$ cat src/rtl/uart_tx_pkg.sv
package uart_tx_pkg;
  // Strobes from the control side to the serializer
  typedef struct packed {
    logic load;  // take the holding byte and start a frame
    logic step;  // advance one bit period
  } txStrobe_t;
endpackage

$ cat src/rtl/uart_tx_shifter.sv
module uart_tx_shifter
  import uart_tx_pkg::*;
#(
  parameter int DATA_W = 8
) (
  input  logic              clk,
  input  logic              rstN,
  input  txStrobe_t         strobe,
  input  logic [DATA_W-1:0] loadByte,
  input  logic              breakReq,
  output logic              busy,
  output logic              frameEnd,
  output logic              txLine
);
  localparam int FRAME_LEN = DATA_W + 2;
  localparam int IDX_W = $clog2(FRAME_LEN);
  localparam logic [IDX_W-1:0] LAST_IDX = IDX_W'(FRAME_LEN - 1);

  logic [FRAME_LEN-1:0] shiftReg;
  logic [IDX_W-1:0]     bitIdx;

  always_ff @(posedge clk) begin
    if (!rstN) begin
      shiftReg <= '1;
      bitIdx   <= '0;
      busy     <= 1'b0;
    end else if (strobe.load) begin
      shiftReg <= {1'b1, loadByte, 1'b0};
      bitIdx   <= '0;
      busy     <= 1'b1;
    end else if (strobe.step && busy) begin
      shiftReg <= {1'b1, shiftReg[FRAME_LEN-1:1]};
      if (bitIdx == LAST_IDX) begin
        bitIdx <= '0;
        busy   <= 1'b0;
      end else begin
        bitIdx <= bitIdx + 1'b1;
      end
    end
  end

  assign frameEnd = busy && strobe.step && (bitIdx == LAST_IDX);
  assign txLine   = !breakReq && (!busy || shiftReg[0]);

  // the control side only starts a frame into an idle shifter
  p_load_idle_r3: assert property (@(posedge clk) disable iff (!rstN)
    strobe.load |-> !busy);
  // the last bit period of every frame is high
  p_stop_high_r2: assert property (@(posedge clk) disable iff (!rstN)
    (frameEnd && !breakReq) |-> txLine);
  // a new frame opens with a low start bit
  p_start_low_r2: assert property (@(posedge clk) disable iff (!rstN)
    ($rose(busy) && !breakReq) |-> !txLine);
endmodule

$ cat src/rtl/uart_tx_ctrl.sv
module uart_tx_ctrl
  import uart_tx_pkg::*;
#(
  parameter int DATA_W = 8,
  parameter int CTL_W  = 8
) (
  input  logic              clk,
  input  logic              rstN,
  input  logic              baudTick,
  input  logic              dataWrEn,
  input  logic [DATA_W-1:0] dataWrByte,
  input  logic              ctlWrEn,
  input  logic [CTL_W-1:0]  ctlWrVal,
  input  logic              irqEnable,
  input  logic              irqClear,
  input  logic              breakReq,
  input  logic              busy,
  input  logic              frameEnd,
  output txStrobe_t         strobe,
  output logic [DATA_W-1:0] holdByte,
  output logic              holdEmpty,
  output logic [CTL_W-1:0]  ctlRdVal,
  output logic              txIrq
);
  localparam int MODE_BIT  = 0;
  localparam int EMPTY_BIT = 1;

  logic holdFull;
  logic drainMode;
  logic shiftEmpty;
  logic irqEvent;

  assign strobe.load = holdFull && !busy && !breakReq;
  assign strobe.step = baudTick;
  assign irqEvent    = drainMode ? frameEnd : strobe.load;

  always_ff @(posedge clk) begin
    if (!rstN) begin
      holdByte <= '0;
      holdFull <= 1'b0;
    end else if (dataWrEn) begin
      holdByte <= dataWrByte;
      holdFull <= 1'b1;
    end else if (strobe.load) begin
      holdFull <= 1'b0;
    end
  end

  always_ff @(posedge clk) begin
    if (!rstN)        drainMode <= 1'b0;
    else if (ctlWrEn) drainMode <= ctlWrVal[MODE_BIT];
  end

  always_ff @(posedge clk) begin
    if (!rstN)                                  shiftEmpty <= 1'b1;
    else if (dataWrEn)                          shiftEmpty <= 1'b0;
    else if (!busy && !holdFull && !breakReq)   shiftEmpty <= 1'b1;
  end

  always_ff @(posedge clk) begin
    if (!rstN)                      txIrq <= 1'b0;
    else if (irqEvent && irqEnable) txIrq <= 1'b1;
    else if (dataWrEn || irqClear)  txIrq <= 1'b0;
  end

  always_comb begin
    ctlRdVal            = '0;
    ctlRdVal[MODE_BIT]  = drainMode;
    ctlRdVal[EMPTY_BIT] = shiftEmpty;
  end

  assign holdEmpty = !holdFull;

  // the interrupt only rises after a cycle with the enable high
  p_irq_enable_r6: assert property (@(posedge clk) disable iff (!rstN)
    $rose(txIrq) |-> $past(irqEnable));
  // a holding write always clears the shift-empty flag
  p_write_clears_empty_r8: assert property (@(posedge clk) disable iff (!rstN)
    dataWrEn |=> !ctlRdVal[EMPTY_BIT]);
  // no flag set while a break is being sent
  p_break_no_empty_r9: assert property (@(posedge clk) disable iff (!rstN)
    (breakReq && !ctlRdVal[EMPTY_BIT]) |=> !ctlRdVal[EMPTY_BIT]);
  // a written byte is reported as pending
  p_hold_full_r3: assert property (@(posedge clk) disable iff (!rstN)
    dataWrEn |=> !holdEmpty);
endmodule

$ cat src/rtl/uart_tx_irq.sv
module uart_tx_irq
  import uart_tx_pkg::*;
#(
  parameter int DATA_W = 8,
  parameter int CTL_W  = 8
) (
  input  logic              clk,
  input  logic              rstN,
  input  logic              baudTick,
  input  logic              dataWrEn,
  input  logic [DATA_W-1:0] dataWrByte,
  input  logic              ctlWrEn,
  input  logic [CTL_W-1:0]  ctlWrVal,
  output logic [CTL_W-1:0]  ctlRdVal,
  input  logic              irqEnable,
  input  logic              irqClear,
  input  logic              breakReq,
  output logic              txLine,
  output logic              holdEmpty,
  output logic              txIrq
);
  txStrobe_t         strobe;
  logic [DATA_W-1:0] holdByte;
  logic              busy;
  logic              frameEnd;

  uart_tx_ctrl #(.DATA_W(DATA_W), .CTL_W(CTL_W)) i_ctrl (
    .clk(clk), .rstN(rstN), .baudTick(baudTick),
    .dataWrEn(dataWrEn), .dataWrByte(dataWrByte),
    .ctlWrEn(ctlWrEn), .ctlWrVal(ctlWrVal),
    .irqEnable(irqEnable), .irqClear(irqClear), .breakReq(breakReq),
    .busy(busy), .frameEnd(frameEnd),
    .strobe(strobe), .holdByte(holdByte), .holdEmpty(holdEmpty),
    .ctlRdVal(ctlRdVal), .txIrq(txIrq)
  );

  uart_tx_shifter #(.DATA_W(DATA_W)) i_shifter (
    .clk(clk), .rstN(rstN), .strobe(strobe), .loadByte(holdByte),
    .breakReq(breakReq), .busy(busy), .frameEnd(frameEnd), .txLine(txLine)
  );
endmodule

$ cat config.mk
export PLATFORM = sky130hd
export DESIGN_NAME = uart_tx_irq
export DESIGN_NICKNAME = d
export VERILOG_FILES = /design/src/rtl/uart_tx_pkg.sv /design/src/rtl/uart_tx_shifter.sv /design/src/rtl/uart_tx_ctrl.sv /design/src/rtl/uart_tx_irq.sv
export SDC_FILE = /design/constraint.sdc
export NUM_CORES = 1
export LEC_CHECK = 0
export BUFFER_PORTS_ARGS = -buffer_cell sky130_fd_sc_hd__buf_2
export CORE_ASPECT_RATIO = 1.75
export CORE_UTILIZATION = 49
export DETAILED_ROUTE_END_ITERATION = 10
export GPL_TIMING_DRIVEN = 0
export PLACE_DENSITY = 0.87
export SLEW_MARGIN = 20
export SYNTH_ARGS = -nofsm -noshare
export SYNTH_HDL_FRONTEND = slang
export SYNTH_SLANG_ARGS = --single-unit
$ cat constraint.sdc
create_clock -name clk -period 1.4 [get_ports clk]
set_input_delay 0.21 -clock clk [delete_from_list [all_inputs] [get_ports clk]]
set_output_delay 0.21 -clock clk [all_outputs]
set_load 0.03 [all_outputs]
==> flow_summary.toml <==
[status]
status = "completed"

[logic_synthesis]
netlist_top_cells_area = "dfxtp_1 (45%), mux2i_1 (7.9%), nor2b_1 (6.6%)"
yosysWarnings = 0
synth_top_area_frac = 0.454
synth_cells = 123
synth_area_um2 = 1150
syn_area_per_cell_um2 = 9.32
ys_seq_elements = 26
synth_cell_types = 31
ys_seq_area_frac = 0.454
yosysTopAreaCell = "dfxtp_1"

[worst_setup_path]
critPathLaunchType = "register"
r2r_setup_slack_ps = 170
arrival_ps = 1050
crit_path_end_kind = "primary output"
r2r-start = "i_shifter.busy$_SDFFE_PN0P_"
r2r-end = "i_shifter.shiftReg[8]$_SDFFE_PN1P_"
reg2reg_depth = 4
path_max_fanout = 16
cp_data_required_time_ps = 1190
crit_type = "register to primary output"

[detailed_routing]
drtIter0Drc = 33
first_pass_iters = 4
drc = 0
routedWlPerCell_um = 12.0
ant_nets = 0
totalWireLength_um = 2120
viasPerCell = 5.32
via_count = 937

[cts]
cts_tree = "done"
cts_max_level = 1
cts-root-buf = "clkbuf_4"
clk_pin_slew_ps = 140
ctsLongestPathBuffers = 2
cts_num_sinks = 26
clk_latency_ps = 320
cts_buffers = 3

[min_path]
whs_path_depth = 3
worstHoldStart = "dataWrByte[2]"
holdPathEnd = "i_ctrl.holdByte[2]$_SDFFE_PN0P_"
hp-class = "input port to register"

[pwr]
switching_share = 0.237
power_switching_mw = 0.365
clockPowerShare = 0.330
p_seq_frac = 0.533
vdd_drop_max_v = 0.000908
p_int_mw = 1.17
pwr-share-comb = 0.137
power_density_nw_per_um2 = 1140
power.leakage_nw = 0.601

[job]
drv_cap = 0

[grt]
grt_pass1_vias = 837
grt_pass1_wl_um = 3460
antenna_found_initial = 0
grt_usage = 0.190
grt_max_degree = 17
grt-ovfl-total = 0

[placed_design]
gp_congestion = 0.817
dp.cells = 173
dpl.hpwl_um = 1640
port_buffers = 21

[final_layout]
diodes = 0
nNetsFinal = 177
areaGrowthSynthToFinish_pct = 18.1
most-common-layout-cells = "dfxtp_1 (25), buf_2 (22), nor2b_1 (12)"
final_layout_size_suffix_gt1_frac = 0.270
instances_no_fill = 176
mostFrequentLayoutCell = "dfxtp_1"

[floorplanning]
row_count = 22
start_util = 0.534
dieWidth_um = 38.6
core-area_um2 = 2150
die_area_um2 = 2540
ioPinCount = 35
die_h_um = 66.0

[sta]
finalCritPeriodShare = 0.900
finClkSkew_ps = 13.4
rsz0062_at_grt = "false"
max_freq_mhz = 793
period_minus_slack_ps = 1260
drv_slew = 0
tns_ps = 0
hold_violations = 0
setup_viol = 0
registers in the layout, indices dropped and copies added, names as in the netlist:
| register | count |
|---|---|
| i_ctrl.holdFull | 1 |
| i_shifter.shiftReg | 9 |
| i_ctrl.shiftEmpty | 1 |
| i_ctrl.drainMode | 1 |
| i_shifter.busy | 1 |
| i_shifter.bitIdx | 4 |
| i_ctrl.holdByte | 8 |
| i_ctrl.txIrq | 1 |
critical path: stages, from the launching register on:
cell and delay [ps]:
dfxtp_4 420, a21oi_1 140, buf_4 170
power groups by stage:
stage,Sequential (mW),Combinational (mW),Clock [mW]
6_report,0.819,0.211,0.507
5_1_grt,0.825,0.232,0.533
4_1_cts,0.820,0.212,0.512
3_5_place_dp,0.832,0.216,0
3_3_place_gp,0.830,0.210,0
2_1_floorplan,0.825,0.162,0
kinds of logic (layout without fill, tap and decap cells):
logic type                Yosys count  in the layout  synth area share
xor gates and xnor gates            2              2            0.0153
and+or+nand+nor                    47             47             0.229
AOI/OAI and AO/OA                  20             20             0.128
buffers and inverters              18             42            0.0917
DFF                                26             26             0.454
muxes                               9              9            0.0786
other                               1              6           0.00327
metal layers:
metal,share of wire,vias up,global-route usage
li1,-,474,-
met1,0.41,434,0.203
met2,0.54,25,0.333
met3,0.037,4,0.0236
met4,0.015,0,0.108
met5,0,-,0
worst max path at each step:
stage	startpoint	end	cells after the start	slack [ps]
after floorplan	i_shifter.busy$_SDFFE_PN0P_	txLine	2	180
after global placement	i_shifter.busy$_SDFFE_PN0P_	i_shifter.shiftReg[4]$_SDFFE_PN1P_	3	230
after detailed placement	i_shifter.busy$_SDFFE_PN0P_	i_shifter.shiftReg[2]$_SDFFE_PN1P_	3	200
after CTS	i_shifter.busy$_SDFFE_PN0P_	txLine	2	70
after global routing	i_shifter.busy$_SDFFE_PN0P_	txLine	2	40
final	i_shifter.busy$_SDFFE_PN0P_	txLine	2	140
final cells by class:
cell class,instances,area [um^2]
Tap cell,24,30.0
Inverter,4,15.0
Multi-Input combinational cell,84,539
Fill cell,190,793
Clock inverter,1,30.0
Timing Repair Buffer,21,108
Clock buffer,3,22.5
Buffer,13,85.1
Sequential cell,26,524
cell usage after synthesis (all sizes together):
master,n
nor2,5
nand2,11
xnor2,1
nor3,2
dfxtp,26
inv,4
o41ai,1
buf,12
nand4b,1
o21ai,4
clkbuf,2
a21oi,5
a21boi,1
a221o,7
nand3,8
nor2b,12
or3,1
nor3b,2
nand4,2
conb,1
and3,1
a31oi,1
xor2,1
or3b,1
and2,1
mux2i,9
o311ai,1
through the flow:
step	power (mW)	worst slack, ps	instance area, um^2	utilization	hold slack (ps)
6_report	1.54	139	1350	0.631	131
5_1_grt	1.59	39.8	1350	0.631	132
3_5_place_dp	1.05	199	1300	0.605	475
2_1_floorplan	0.987	181	1160	-	361
4_1_cts	1.54	73.4	1350	0.629	138
3_3_place_gp	1.04	227	1300	0.605	470
repair_timing:
action                                  in CTS  in global routing
hold buffers                                 0                  0
endpoints found under the setup margin       1                  1
resized for setup                            2                  1
pin swaps                                    0                  0
buffers inserted                             0                  0
Power figures use the tool's default switching activity.
